===== src/rtl/rlc_pkg.sv =====
package rlc_pkg;
  // Opcode occupies instruction bits [15:10]
  localparam logic [5:0] RLC_OPCODE = 6'b001101;
  localparam int INSTR_W = 16;
  localparam int FILE_W = 8;
  localparam int DIR_BIT = 9;
  localparam int ACC_BIT = 8;
  // Status byte layout
  localparam int C_BIT = 0;
  localparam int Z_BIT = 2;
  localparam int N_BIT = 4;

  typedef struct packed {
    logic hit;     // recognised instruction this cycle
    logic toWreg;  // destination is the working register
  } rlcStrobes_t;
endpackage


===== src/rtl/rlc_ctrl.sv =====
module rlc_ctrl
  import rlc_pkg::*;
#(
  parameter int BANK_W = 4,
  localparam int ADDR_W = BANK_W + FILE_W
) (
  input  logic               instrValid,
  input  logic [INSTR_W-1:0] instrWord,
  input  logic [BANK_W-1:0]  bankSel,
  output rlcStrobes_t        strobes,
  output logic [ADDR_W-1:0]  rdAddr
);
  logic [FILE_W-1:0] fileField;
  logic              useBsr;
  logic [BANK_W-1:0] accessBank;

  assign fileField = instrWord[FILE_W-1:0];
  assign useBsr    = instrWord[ACC_BIT];

  // Access window: lower half of the file space to bank 0, upper half to top bank
  assign accessBank = fileField[FILE_W-1] ? {BANK_W{1'b1}} : {BANK_W{1'b0}};

  always_comb begin
    strobes.hit    = instrValid && (instrWord[INSTR_W-1:INSTR_W-6] == RLC_OPCODE);
    strobes.toWreg = ~instrWord[DIR_BIT];
    rdAddr         = {(useBsr ? bankSel : accessBank), fileField};
  end
endmodule


===== src/rtl/rlc_dp.sv =====
module rlc_dp
  import rlc_pkg::*;
#(
  parameter int DATA_W = 8,
  parameter int ADDR_W = 12
) (
  input  logic              clk,
  input  logic              rstN,
  input  rlcStrobes_t       strobes,
  input  logic [ADDR_W-1:0] rdAddr,
  input  logic [DATA_W-1:0] rdData,
  input  logic [7:0]        statusIn,
  output logic              wbWregEn,
  output logic              wbMemEn,
  output logic [ADDR_W-1:0] wbAddr,
  output logic [DATA_W-1:0] wbData,
  output logic              flagsEn,
  output logic [7:0]        statusOut
);
  logic [DATA_W-1:0] rotated;
  logic [7:0]        nextStatus;

  assign rotated[0] = statusIn[C_BIT];
  for (genvar i = 1; i < DATA_W; i++) begin : g_rot
    assign rotated[i] = rdData[i-1];
  end

  always_comb begin
    nextStatus        = statusIn;
    nextStatus[C_BIT] = rdData[DATA_W-1];
    nextStatus[Z_BIT] = (rotated == '0);
    nextStatus[N_BIT] = rotated[DATA_W-1];
  end

  always_ff @(posedge clk) begin
    if (!rstN) begin
      wbWregEn  <= 1'b0;
      wbMemEn   <= 1'b0;
      flagsEn   <= 1'b0;
      wbAddr    <= '0;
      wbData    <= '0;
      statusOut <= '0;
    end else begin
      wbWregEn <= strobes.hit && strobes.toWreg;
      wbMemEn  <= strobes.hit && !strobes.toWreg;
      flagsEn  <= strobes.hit;
      if (strobes.hit) begin
        wbAddr    <= rdAddr;
        wbData    <= rotated;
        statusOut <= nextStatus;
      end
    end
  end
endmodule


===== src/rtl/rlc_rotate_exec.sv =====
module rlc_rotate_exec
  import rlc_pkg::*;
#(
  parameter int BANK_W = 4,
  parameter int DATA_W = 8,
  localparam int ADDR_W = BANK_W + FILE_W
) (
  input  logic               clk,
  input  logic               rstN,
  input  logic               instrValid,
  input  logic [INSTR_W-1:0] instrWord,
  input  logic [BANK_W-1:0]  bankSel,
  input  logic [7:0]         statusIn,
  output logic [ADDR_W-1:0]  rdAddr,
  input  logic [DATA_W-1:0]  rdData,
  output logic               wbWregEn,
  output logic               wbMemEn,
  output logic [ADDR_W-1:0]  wbAddr,
  output logic [DATA_W-1:0]  wbData,
  output logic               flagsEn,
  output logic [7:0]         statusOut
);
  rlcStrobes_t strobes;

  rlc_ctrl #(.BANK_W(BANK_W)) u_ctrl (
    .instrValid(instrValid),
    .instrWord (instrWord),
    .bankSel   (bankSel),
    .strobes   (strobes),
    .rdAddr    (rdAddr)
  );

  rlc_dp #(.DATA_W(DATA_W), .ADDR_W(ADDR_W)) u_dp (
    .clk      (clk),
    .rstN     (rstN),
    .strobes  (strobes),
    .rdAddr   (rdAddr),
    .rdData   (rdData),
    .statusIn (statusIn),
    .wbWregEn (wbWregEn),
    .wbMemEn  (wbMemEn),
    .wbAddr   (wbAddr),
    .wbData   (wbData),
    .flagsEn  (flagsEn),
    .statusOut(statusOut)
  );
endmodule


===== config.mk =====
export PLATFORM = sky130hd
export DESIGN_NAME = rlc_rotate_exec
export DESIGN_NICKNAME = d
export VERILOG_FILES = /design/src/rtl/rlc_pkg.sv /design/src/rtl/rlc_ctrl.sv /design/src/rtl/rlc_dp.sv /design/src/rtl/rlc_rotate_exec.sv
export SDC_FILE = /design/constraint.sdc
export NUM_CORES = 1
export LEC_CHECK = 0
export ABC_CLOCK_PERIOD_IN_PS = 2500
export BUFFER_PORTS_ARGS = -buffer_cell sky130_fd_sc_hd__buf_2
export CORE_MARGIN = 2
export CORE_UTILIZATION = 35
export CTS_CLUSTER_SIZE = 24
export DETAILED_ROUTE_END_ITERATION = 6
export PLACE_DENSITY = 0.66
export SYNTH_ARGS = -nofsm -noshare
export SYNTH_HDL_FRONTEND = slang
export SYNTH_SLANG_ARGS = --single-unit

===== constraint.sdc =====
create_clock -name clk -period 2.5 [get_ports clk]
set_input_delay 0.125 -clock clk [delete_from_list [all_inputs] [get_ports clk]]
set_output_delay 0.125 -clock clk [all_outputs]
set_load 0.01 [all_outputs]

==> results by group, run 1 <==
CTS
  – Hold_buf cts: 0
  – Clk Tree Root Cell: clkbuf_8
  – CTS buffer count: 5
  – CTS resizes: 0
  – Clock-pin transition on the worst setup and hold timing paths: 60 ps
  – Setup Fix Bufs, Post-CTS: 0
  – TritonCTS clock tree: built
  – Clock buffer depth: 2
  – Skew-Pair Late Insertion Delay: 280 ps
  – H-tree depth: 2
  – # clock sinks: 30

Logic synthesis
  – Mapped Nets: 188
  – Post-synth EDFFs: 0
  – Count of different cell masters after synthesis: 24
  – Most instantiated cells after synthesis: 30 x dfxtp_1, 23 x a21oi_1, 20 x o21ai_0, 14 x nand3_2, 12 x buf_4
  – Synthesis-stage register bit count: 30
  – Largest cells by area after synthesis: dfxtp_1 42%, nand3_2 9.8%, a21oi_1 8.1%, o21ai_0 7.0%, buf_4 6.3%
  – Predominant post-synthesis flop cell: dfxtp_1
  – Synth warn: 0
  – Asr flop ratio synth: 0%
  – Count leader, synth: dfxtp_1
  – Top cell type's share of synthesized area: 42.2%
  – Post-synth design cell area: 1420 um2
  – Cell taking the most area after synthesis: dfxtp_1
  – Post-synthesis sequential area ratio: 42.2%
  – Gate Count Post-Synth: 149
  – Syn_area_per_cell: 9.56 um2

STA
  – Worst setup margin: 1540 ps
  – Worst-Margin Slew: 736 ps
  – Max_slew headroom: 50.9%
  – Max Slew Vio Count: 0
  – Fin crit share: 38.4%
  – Final setup fails: 0
  – Max Clock Freq: 1040 MHz
  – Clk_skew: 0 ps
  – RSZ-0062 raised after global routing: false
  – Setup TNS Final: 0 ps
  – Final hold violations: 0
  – Min Tclk post-route: 959 ps

Route
  – # DRC: 0
  – DR iter-0 viols: 47
  – Wire length per cell: 13.3 um
  – Routed vias: 1,335
  – Post-Route WL: 3.56 mm
  – Pre-antenna DRT Iters: 4
  – Via/cell ratio: 5.00
  – Routed Antenna Nets: 0

Job
  – Max cap viols: 0

Power and ir drop
  – Reg power frac: 49.3%
  – Int Pwr: 0.745 mW
  – Cell Pwr Density: 538 nW/um2
  – Worst vdd ir: 0.000230 V
  – Clock share of power: 40.1%
  – Leakage: 0.779 nW
  – Sw Ratio: 23.7%
  – Net switching power: 0.232 mW
  – Combinational share of power: 10.6%

Final layout
  – Area growth syn-to-layout: 27.5%
  – Share of cells above drive strength 1: 53.5%
  – Antenna cells: 0
  – Fill count: 414
  – Final #Nets: 255

Floorplanning
  – Ports: 82
  – Die width: 67.8 um
  – # rows: 23
  – Die area: 4590 um2
  – Initial Utilization: 35.9%
  – Die Y: 67.8 um
  – Core Area: 3970 um2

Setup path
  – Critical Path AT: 1130 ps
  – CP Class: in -> reg
  – Critical Path RT: 2670 ps
  – Worst Setup End Kind: flop
  – Setup crit start kind: input port
  – CP max FO: 19

Global route
  – Global-route wire length before repair: 5.44 mm
  – Largest net degree at the start of global routing: 30
  – Number of antenna violations at the first check in global routing: 0
  – GRT overflow: 0
  – Vias in the first global route: 1,171
  – GRT Util Overall: 15.8%

Place
  – GP Congestion: 0.679
  – Hpwl dp: 2.37 mm
  – Number of port buffers: 79
  – DP Worst Slack: 1250 ps

Run status
  – Status: finished, final reports clean

Min path
  – Hold crit path type: in -> reg
routing by layer:
metal | share of wire (%) | track usage, %
met4 | 2.1 | 7.50
met5 | 0 | 0
met1 | 43 | 18.9
met2 | 49 | 26.5
met3 | 6.5 | 4.00
path summary, 6_finish.rpt:
path                             startpoint                        endpoint  slack (ps)  depth (start not counted)
min reg2reg  u_dp.statusOut[1]$_SDFFE_PN0P_  u_dp.statusOut[1]$_SDFFE_PN0P_         470                          2
max reg2reg  u_dp.statusOut[4]$_SDFFE_PN0P_  u_dp.statusOut[4]$_SDFFE_PN0P_        1820                          2
min                            instrWord[9]        u_dp.wbWregEn$_SDFF_PN0_          20                          2
max                                    rstN     u_dp.wbAddr[7]$_SDFFE_PN0P_        1540                          4
logic make-up after synthesis:
kind of cell / Yosys count / share of synthesized area, %
AOI/OAI and AO/OA: 50 / 18.6
muxes: 4 / 3.16
and+or+nand+nor: 40 / 22.1
buffers and inverters: 25 / 14.0
DFF: 30 / 42.2
cell usage in the layout (no fill, tap or decap):
cell / instances
buf_2: 79
dfxtp_1: 30
a21oi_1: 23
o21ai_0: 20
nand3_2: 14
nand3_1: 8
nor3_1: 8
clkbuf_8: 6
buf_4: 5
mux2_2: 4
a21oi_2: 4
o21ai_1: 3
nor4_1: 2
and4bb_1: 1
and3b_1: 1
nand4bb_1: 1
nand3b_1: 1
inv_1: 1
nor3_2: 1
and2_1: 1
nor4_2: 1
nand4_2: 1
clkbuf_1: 1
clkinv_2: 1
layout make-up:
type                    instances  area, um2  area share, %
multi-input cells              94        624           34.4
repair buffers                 84        433           23.8
clock inverters                 1       5.00          0.276
flip-flops and latches         30        601           33.1
clock buffers                   7       86.3           4.76
well taps                      50       62.6           3.45
inverters                       1       3.75          0.207
power groups by stage:
| stage | Clock [mW] | Combinational, mW | Sequential, mW |
|---|---|---|---|
| after floorplan | 0 | 0.0621 | 0.493 |
| after global placement | 0 | 0.103 | 0.491 |
| after detailed placement | 0 | 0.104 | 0.492 |
| after CTS | 0.403 | 0.104 | 0.481 |
| after global routing | 0.415 | 0.114 | 0.481 |
| final | 0.392 | 0.103 | 0.481 |
per-stage QoR:
step | util [%] | hold slack (ps) | instances | total power [mW] | area (um2)
6_report | 45.7 | 20.9 | 267 | 0.976 | 1820
5_1_grt | 45.7 | 28.9 | 267 | 1.01 | 1820
3_3_place_gp | 43.4 | 314 | 259 | 0.594 | 1720
2_1_floorplan | - | 196 | 149 | 0.555 | 1420
4_1_cts | 45.7 | 14.7 | 267 | 0.988 | 1820
3_5_place_dp | 43.4 | 311 | 259 | 0.595 | 1720
state kept, by name, summed over array words and instances, names as in the netlist:
signal	flops
u_dp.wbMemEn	1
u_dp.wbData	7
u_dp.wbAddr	12
u_dp.flagsEn	1
u_dp.wbWregEn	1
u_dp.statusOut	8
worst max-delay path, cell delays in order:
cell and delay (ps):
buf_2 90, inv_1 530, buf_4 310, a21oi_1 60
Note: power is estimated with default switching activity, not from simulation.
==> run 2, diff against run 1 <==
- ABC_CLOCK_PERIOD_IN_PS: 2500 -> 900
- clock period: 2.5 -> 0.9 ns (I/O delays scaled with it)
==> run 2 against run 1 <==
  * Hold slack lost 6.9 ps
  * Register-to-register slack lost 1600 ps
  * First-iteration DRC count grew 30%
  * Clock-buffer cell count shrank 1
  * Final cell count grew 0.37%
  * Critical path depth shrank 3
  * Die area is the same
  * Combinational power grew to 3.1 times the previous value
  * Critical path type is now reg -> out
  * Critical endpoint is now statusOut[4]
  * Largest cell class unchanged
  * Highest routed layer unchanged
==> results by group, run 2 (synthesized netlist as in run 1, its figures left out) <==
Global route
  – Vias in the first global route: 1,231 (+5.1%)
  – GRT overflow: 0 (unchanged)
  – M2 GR Usage: 26.5% (unchanged)
  – Number of antenna violations at the first check in global routing: 0 (unchanged)
  – Largest net degree at the start of global routing: 30 (unchanged)
  – Global-route wire length before repair: 5.60 mm (+2.9%)
  – GRT Util Overall: 16.2% (+0.35 points)
  – M3 GR Usage: 4.50% (+0.50 points)
  – Gr busiest metal: met2
  – GR Util met1: 19.6% (+0.72 points)

CTS
  – H-tree depth: 2 (unchanged)
  – CTS resizes: 0 (unchanged)
  – Clock-pin transition on the worst setup and hold timing paths: 60 ps (about the same)
  – Clock buffer depth: 2 (unchanged)
  – # clock sinks: 30 (unchanged)
  – Setup Fix Bufs, Post-CTS: 0 (unchanged)
  – Clk Tree Root Cell: clkbuf_8
  – Skew-Pair Late Insertion Delay: 270 ps (about the same)
  – TritonCTS clock tree: built
  – CTS buffer count: 5 (unchanged)

Power and ir drop
  – Int Pwr: 2.07 mW (+180%)
  – Combinational share of power: 12.0% (+1.4 points)
  – Sw Ratio: 22.9% (-0.89 points)
  – Cell Pwr Density: 1420 nW/um2 (+160%)
  – Power Total: 2.68 mW (+170%)
  – Reg power frac: 49.8% (+0.5 points)
  – Clock share of power: 38.2% (-1.9 points)
  – Net switching power: 0.613 mW (+160%)
  – Leakage: 0.811 nW (+4.1%)
  – Worst vdd ir: 0.000858 V (+270%)

Setup path
  – Worst Setup End Kind: output pin
  – CP top delay family: flip-flops
  – WP buf/inv: 1 (-2)
  – Critical Path AT: 760 ps (-370 ps)
  – Critical Path RT: 850 ps (-1820 ps)
  – CP max FO: 3 (-16)
  – Cells along the critical path: buf_2
  – Worst path slowest cell: dfxtp_1
  – Setup crit start kind: flop
  – Crit path largest cell delay: 350 ps (-180 ps)
  – CP Class: reg -> out

Floorplanning
  – Core Area: 3970 um2 (unchanged)
  – # rows: 23 (unchanged)
  – Die Y: 67.8 um (unchanged)
  – Die area: 4590 um2 (unchanged)
  – Initial Utilization: 35.9% (unchanged)
  – Die width: 67.8 um (unchanged)
  – Ports: 82 (unchanged)

STA
  – Worst-Margin Slew: 322 ps (-414 ps)
  – Clk_skew: 0 ps (unchanged)
  – Max Slew Vio Count: 0 (unchanged)
  – Worst Hold Slack: 14.0 ps (-6.87 ps)
  – Max Clock Freq: 1250 MHz
  – Max_slew headroom: 78.3% (+27 points)
  – Final setup fails: 0 (unchanged)
  – Final hold violations: 0 (unchanged)
  – RSZ-0062 raised after global routing: false
  – Min Tclk post-route: 801 ps
  – Fin crit share: 89.0%

Final layout
  – Share of cells above drive strength 1: 53.7% (+0.21 points)
  – Antenna cells: 0 (unchanged)
  – Final #Nets: 258 (+1.2%)
  – Largest registers: u_dp.wbAddr x12, u_dp.statusOut x8, u_dp.wbData x7
  – Area growth syn-to-layout: 33.0%
  – Most frequent cells in the layout: 79 x buf_2, 30 x dfxtp_1, 23 x a21oi_1, 20 x o21ai_0, 14 x nand3_2
  – Largest register FFs: 12 (unchanged)
  – Most common cell after layout, fill and taps aside: buf_2
  – Most flop-heavy register: u_dp.wbAddr

Place
  – Number of port buffers: 79 (unchanged)
  – Hpwl dp: 2.51 mm (+5.7%)
  – GP Congestion: 0.704 (+3.7%)

Route
  – Post-Route WL: 3.58 mm (+0.48%)
  – Pre-antenna DRT Iters: 4 (unchanged)
  – Routed Antenna Nets: 0 (unchanged)
  – Routed vias: 1,329 (-0.45%)
  – # DRC: 0 (unchanged)
  – DR iter-0 viols: 61 (+30%)
  – Via/cell ratio: 4.96 (-0.82%)
  – Wire length per cell: 13.4 um (+0.10%)

Run status
  – Status: finished, final reports clean

Min path
  – Hold crit path type: in -> reg

Job
  – Max cap viols: 0 (unchanged)
[run 2: cell count changes in the layout (fill, tap and decap cells not counted)]
cell and delta:
clkinv_2 -1, buf_12 +5, dlygate4sd3_1 +1, buf_4 -3, clkbuf_1 -1
[run 2: layout make-up]
class | count | area (um2)
Clock buffer | 6 | 82.6
Inverter | 1 | 3.75
Timing Repair Buffer | 87 | 520
Multi-Input combinational cell | 94 | 624
Tap cell | 50 | 62.6
Fill cell | 409 | 2080
Sequential cell | 30 | 601
[run 2: layer usage]
metal | wire length, um | vias up
met5 | 0 | -
met4 | 41 | 0
met2 | 1800 | 43
met3 | 219 | 6
met1 | 1520 | 617
li1 | - | 663
[run 2: path summary, 6_finish.rpt]
| path | from | depth (start not counted) | end | slack [ps] |
|---|---|---|---|---|
| hold / removal | statusIn[3] | 3 | u_dp.statusOut[3]$_SDFFE_PN0P_ | 10 |
| setup / recovery | u_dp.statusOut[4]$_SDFFE_PN0P_ | 1 | statusOut[4] | 100 |
| setup reg to reg | u_dp.statusOut[4]$_SDFFE_PN0P_ | 2 | u_dp.statusOut[4]$_SDFFE_PN0P_ | 240 |
| hold reg to reg | u_dp.wbData[6]$_SDFFE_PN0P_ | 2 | u_dp.wbData[6]$_SDFFE_PN0P_ | 470 |
[run 2: power groups by stage]
stage          Sequential (mW)  Combinational (mW)  Clock [mW]
6_report                  1.34               0.322        1.02
5_1_grt                   1.34               0.348        1.11
4_1_cts                   1.34               0.324        1.06
3_5_place_dp              1.37               0.320           0
3_3_place_gp              1.37               0.318           0
2_1_floorplan             1.37               0.173           0
[run 2: timing repair]
item                                    CTS  global route
hold buffers                              1             0
endpoints found under the hold margin     1             0
endpoints found under the setup margin    0             0
[run 2: stage by stage]
step	cells	TNS, ps	cell area [um2]	setup slack [ps]	util [%]
finish	268	0	1890	99.2	47.7
global route	268	0	1890	59.0	47.7
CTS	268	0	1890	75.9	47.7
detailed placement	261	-2110	1800	-117	45.4
global placement	261	-1760	1800	-92.3	45.4
floorplan	149	0	1420	28.0	-
[run 2: worst register-to-register path, stage by stage (launching register included)]
cell and delay [ps]:
dfxtp_1 350, o21ai_0 120, a21oi_2 130
==> run 3, diff against run 2 <==
- ABC_AREA: not set -> 1
- ABC_CLOCK_PERIOD_IN_PS: 900 -> 880
- PLACE_DENSITY: 0.66 -> 0.67
- clock period: 0.9 -> 0.88 ns (I/O delays scaled with it)
==> run 3 against run 2 <==
  * Flip-flop and latch count unchanged
  * First-iteration DRC count grew 8.2%
  * Global-route usage fell by 2.7 points
  * Synthesized cell count rose by 40%
  * Sequential share of layout area increased by 0.66 points
  * Via count is 0.75% higher
  * Final cell count up 24%
  * Area after synthesis decreased by 3.1%
  * Critical path type unchanged
==> results by group, run 3 <==
Logic synthesis
  – Post-synth EDFFs: 0 (unchanged)
  – Gate Count Post-Synth: 208 (+40%)
  – Cell taking the most area after synthesis: dfxtp_1
  – Top cell type's share of synthesized area: 43.5% (+1.3 points)
  – Count leader, synth: nand2_1
  – Count of different cell masters after synthesis: 15 (-38%)
  – Post-synthesis sequential area ratio: 43.5% (+1.3 points)
  – Synthesis-stage register bit count: 30 (unchanged)
  – Synth warn: 0 (unchanged)
  – Predominant post-synthesis flop cell: dfxtp_1
  – Most instantiated cells after synthesis: 61 x nand2_1, 55 x nor2_1, 31 x inv_1, 30 x dfxtp_1, 9 x buf_4
  – Asr flop ratio synth: 0% (unchanged)
  – Mapped Nets: 247 (+31%)
  – Syn_area_per_cell: 6.63 um2 (-31%)
  – Largest cells by area after synthesis: dfxtp_1 44%, nand2_1 17%, nor2_1 15%, inv_1 8.4%, buf_4 4.9%
  – Post-synth design cell area: 1380 um2 (-3.1%)

Power and ir drop
  – Worst vdd ir: 0.000870 V (+1.4%)
  – Leakage: 1.09 nW (+34%)
  – Power Total: 2.76 mW (+2.9%)
  – Cell Pwr Density: 1490 nW/um2 (+5.0%)

Global route
  – Vias in the first global route: 1,140 (-7.4%)
  – Number of antenna violations at the first check in global routing: 0 (unchanged)
  – GR Util met1: 15.6% (-3.9 points)
  – M2 GR Usage: 21.6% (-4.8 points)
  – GRT overflow: 0 (unchanged)
  – Largest net degree at the start of global routing: 29 (-3.3%)
  – M3 GR Usage: 4.73% (+0.23 points)
  – Gr busiest metal: met2
  – Global-route wire length before repair: 4.49 mm (-20%)
  – GRT Util Overall: 13.4% (-2.7 points)

Final layout
  – Largest register FFs: 12 (unchanged)
  – Area growth syn-to-layout: 34.5%
  – Largest registers: u_dp.wbAddr x12, u_dp.statusOut x8, u_dp.wbData x7
  – Most common cell after layout, fill and taps aside: buf_2
  – Fin area: 1860 um2 (-2.0%)
  – FF+latch area: 601 um2 (unchanged)
  – Most flop-heavy register: u_dp.wbAddr
  – Most frequent cells in the layout: 79 x buf_2, 61 x nand2_1, 55 x nor2_1, 31 x inv_1, 30 x dfxtp_1
  – Finished Core Util: 49.9% (+2.2 points)
  – Antenna cells: 0 (unchanged)
  – Fill count: 405 (-0.98%)
  – Final #Nets: 321 (+24%)
  – Multi-input combinational cell area: 527 um2 (-16%)
  – Share of cells above drive strength 1: 33.6% (-20 points)

Run status
  – Status: finished, final reports clean

Place
  – Hpwl dp: 2.12 mm (-15%)
  – GP Congestion: 0.706 (+0.17%)
  – Cell Area, Placed: 1750 um2 (-2.6%)
  – Number of port buffers: 79 (unchanged)

Floorplanning
  – Core Area: 3720 um2 (-6.4%)
  – Ports: 82 (unchanged)
  – # rows: 22 (-4.3%)
  – Die area: 4460 um2 (-2.9%)
  – Die Y: 66.8 um (-1.5%)
  – Initial Utilization: 37.1% (+1.3 points)
  – Die width: 66.8 um (-1.5%)

Min path
  – Hold path endpoint: u_dp.wbData[0]$_SDFFE_PN0P_
  – Hold wc startpoint: rstN
  – WHS Path Cells: 3 (unchanged)
  – Hold crit path type: in -> reg

CTS
  – Clock buffer depth: 2 (unchanged)
  – Clock-pin transition on the worst setup and hold timing paths: 60 ps (about the same)
  – CTS buffer count: 5 (unchanged)
  – Clk Tree Root Cell: clkbuf_8
  – Skew-Pair Late Insertion Delay: 270 ps (about the same)
  – TritonCTS clock tree: built
  – # clock sinks: 30 (unchanged)
  – H-tree depth: 2 (unchanged)
  – Setup Fix Bufs, Post-CTS: 0 (unchanged)

Route
  – Via/cell ratio: 4.05 (-18%)
  – Wire length per cell: 8.21 um (-39%)
  – # DRC: 0 (unchanged)
  – Pre-antenna DRT Iters: 4 (unchanged)
  – Post-Route WL: 2.72 mm (-24%)
  – DR iter-0 viols: 66 (+8.2%)
  – Routed vias: 1,339 (+0.75%)
  – Routed Antenna Nets: 0 (unchanged)

Setup path
  – Critical Path RT: 840 ps (about the same)
  – Worst r2r src: u_dp.statusOut[2]$_SDFFE_PN0P_
  – Worst Setup End Kind: output pin
  – R2R setup slack: 270 ps (+30 ps)
  – Crit path largest cell delay: 340 ps (about the same)
  – CP top delay family: flip-flops
  – Setup crit start kind: flop
  – Worst path slowest cell: dfxtp_1
  – WP buf/inv: 1 (unchanged)
  – CP max FO: 2 (-1)
  – Path depth of the worst reg2reg path: 4 (+2)
  – CP Class: reg -> out
  – Critical Path AT: 750 ps (about the same)
  – Reg2reg end: u_dp.statusOut[2]$_SDFFE_PN0P_
  – Cells along the critical path: buf_2

STA
  – Max Slew Vio Count: 0 (unchanged)
  – Clk_skew: 0 ps (unchanged)
  – RSZ-0062 raised after global routing: false
  – Final setup fails: 0 (unchanged)
  – Worst Hold Slack: 46.0 ps (+32.1 ps)
  – Fin crit share: 90.4%
  – Max Clock Freq: 1260 MHz
  – Worst-Margin Slew: 234 ps (-87.5 ps)
  – Min Tclk post-route: 796 ps
  – Max_slew headroom: 84.3% (+6.0 points)
  – Final hold violations: 0 (unchanged)

Job
  – Max cap viols: 0 (unchanged)
-- run 3: changes by cell type after synthesis, moves of 6 or more --
cell     change
nand2_1     +61
nor2_1      +55
inv_1       +30
o21ai_0     -20
a21oi_1     -18
nand3_2     -14
nand3_1      -7
nor3_1       -6
-- run 3: worst reg2reg max path, cell delays in order, from the launching register on --
cell     delay, ps
dfxtp_1        340
inv_1           40
nand2_1         50
nand2_1         50
nor2_1          70
-- run 3: logic make-up after synthesis --
family,share of synthesized area (%)
AOI/OAI and AO/OA,1.81
and+or+nand+nor,36.4
buffers and inverters,18.3
DFF,43.5
-- run 3: stage by stage --
| stage | std cells | TNS [ps] | setup WS, ps |
|---|---|---|---|
| 5_1_grt | 331 | 0 | 33.0 |
| 3_3_place_gp | 322 | -964 | -48.6 |
| 3_5_place_dp | 322 | -1380 | -72.3 |
| 6_report | 331 | 0 | 84.1 |
| 4_1_cts | 331 | 0 | 64.4 |
| 2_1_floorplan | 208 | 0 | 103 |
-- run 3: timing repair --
| action | in CTS | in global routing |
|---|---|---|
| hold buffers | 1 | 0 |
| resized for setup | 0 | 0 |
| hold endpoints to repair | 1 | 0 |
-- run 3: area by class of cell --
cell class              count  share of cell area (%)
well taps                  48                    3.24
multi-input cells         130                    28.4
clock inverters             1                   0.270
repair buffers             84                    24.8
clock buffers               7                    4.65
inverters                  31                    6.27
flip-flops and latches     30                    32.4
-- run 3: per-layer routing --
| metal | routed length [um] | share of wire, % |
|---|---|---|
| met1 | 1230 | 45 |
| met4 | 58 | 2.1 |
| met5 | 0 | 0 |
| met3 | 254 | 9.3 |
| met2 | 1180 | 43 |
-- run 3: report_power, final --
part	total [mW]	switching [mW]	internal [mW]
Clock	1.10	0.469	0.629
Combinational	0.291	0.154	0.137
Sequential	1.37	0.00414	1.37
Total	2.76	0.627	2.13
-- run 3: worst max path at each step --
| stage | from | endpoint | cells after the start |
|---|---|---|---|
| 3_5_place_dp | instrWord[15] | u_dp.wbAddr[9]$_SDFFE_PN0P_ | 8 |
| 3_3_place_gp | instrWord[15] | u_dp.wbAddr[9]$_SDFFE_PN0P_ | 8 |
| 6_report | u_dp.statusOut[2]$_SDFFE_PN0P_ | statusOut[2] | 1 |
| 2_1_floorplan | instrWord[15] | u_dp.wbAddr[10]$_SDFFE_PN0P_ | 7 |
| 5_1_grt | u_dp.wbData[0]$_SDFFE_PN0P_ | wbData[0] | 1 |
| 4_1_cts | u_dp.statusOut[4]$_SDFFE_PN0P_ | wbData[7] | 1 |
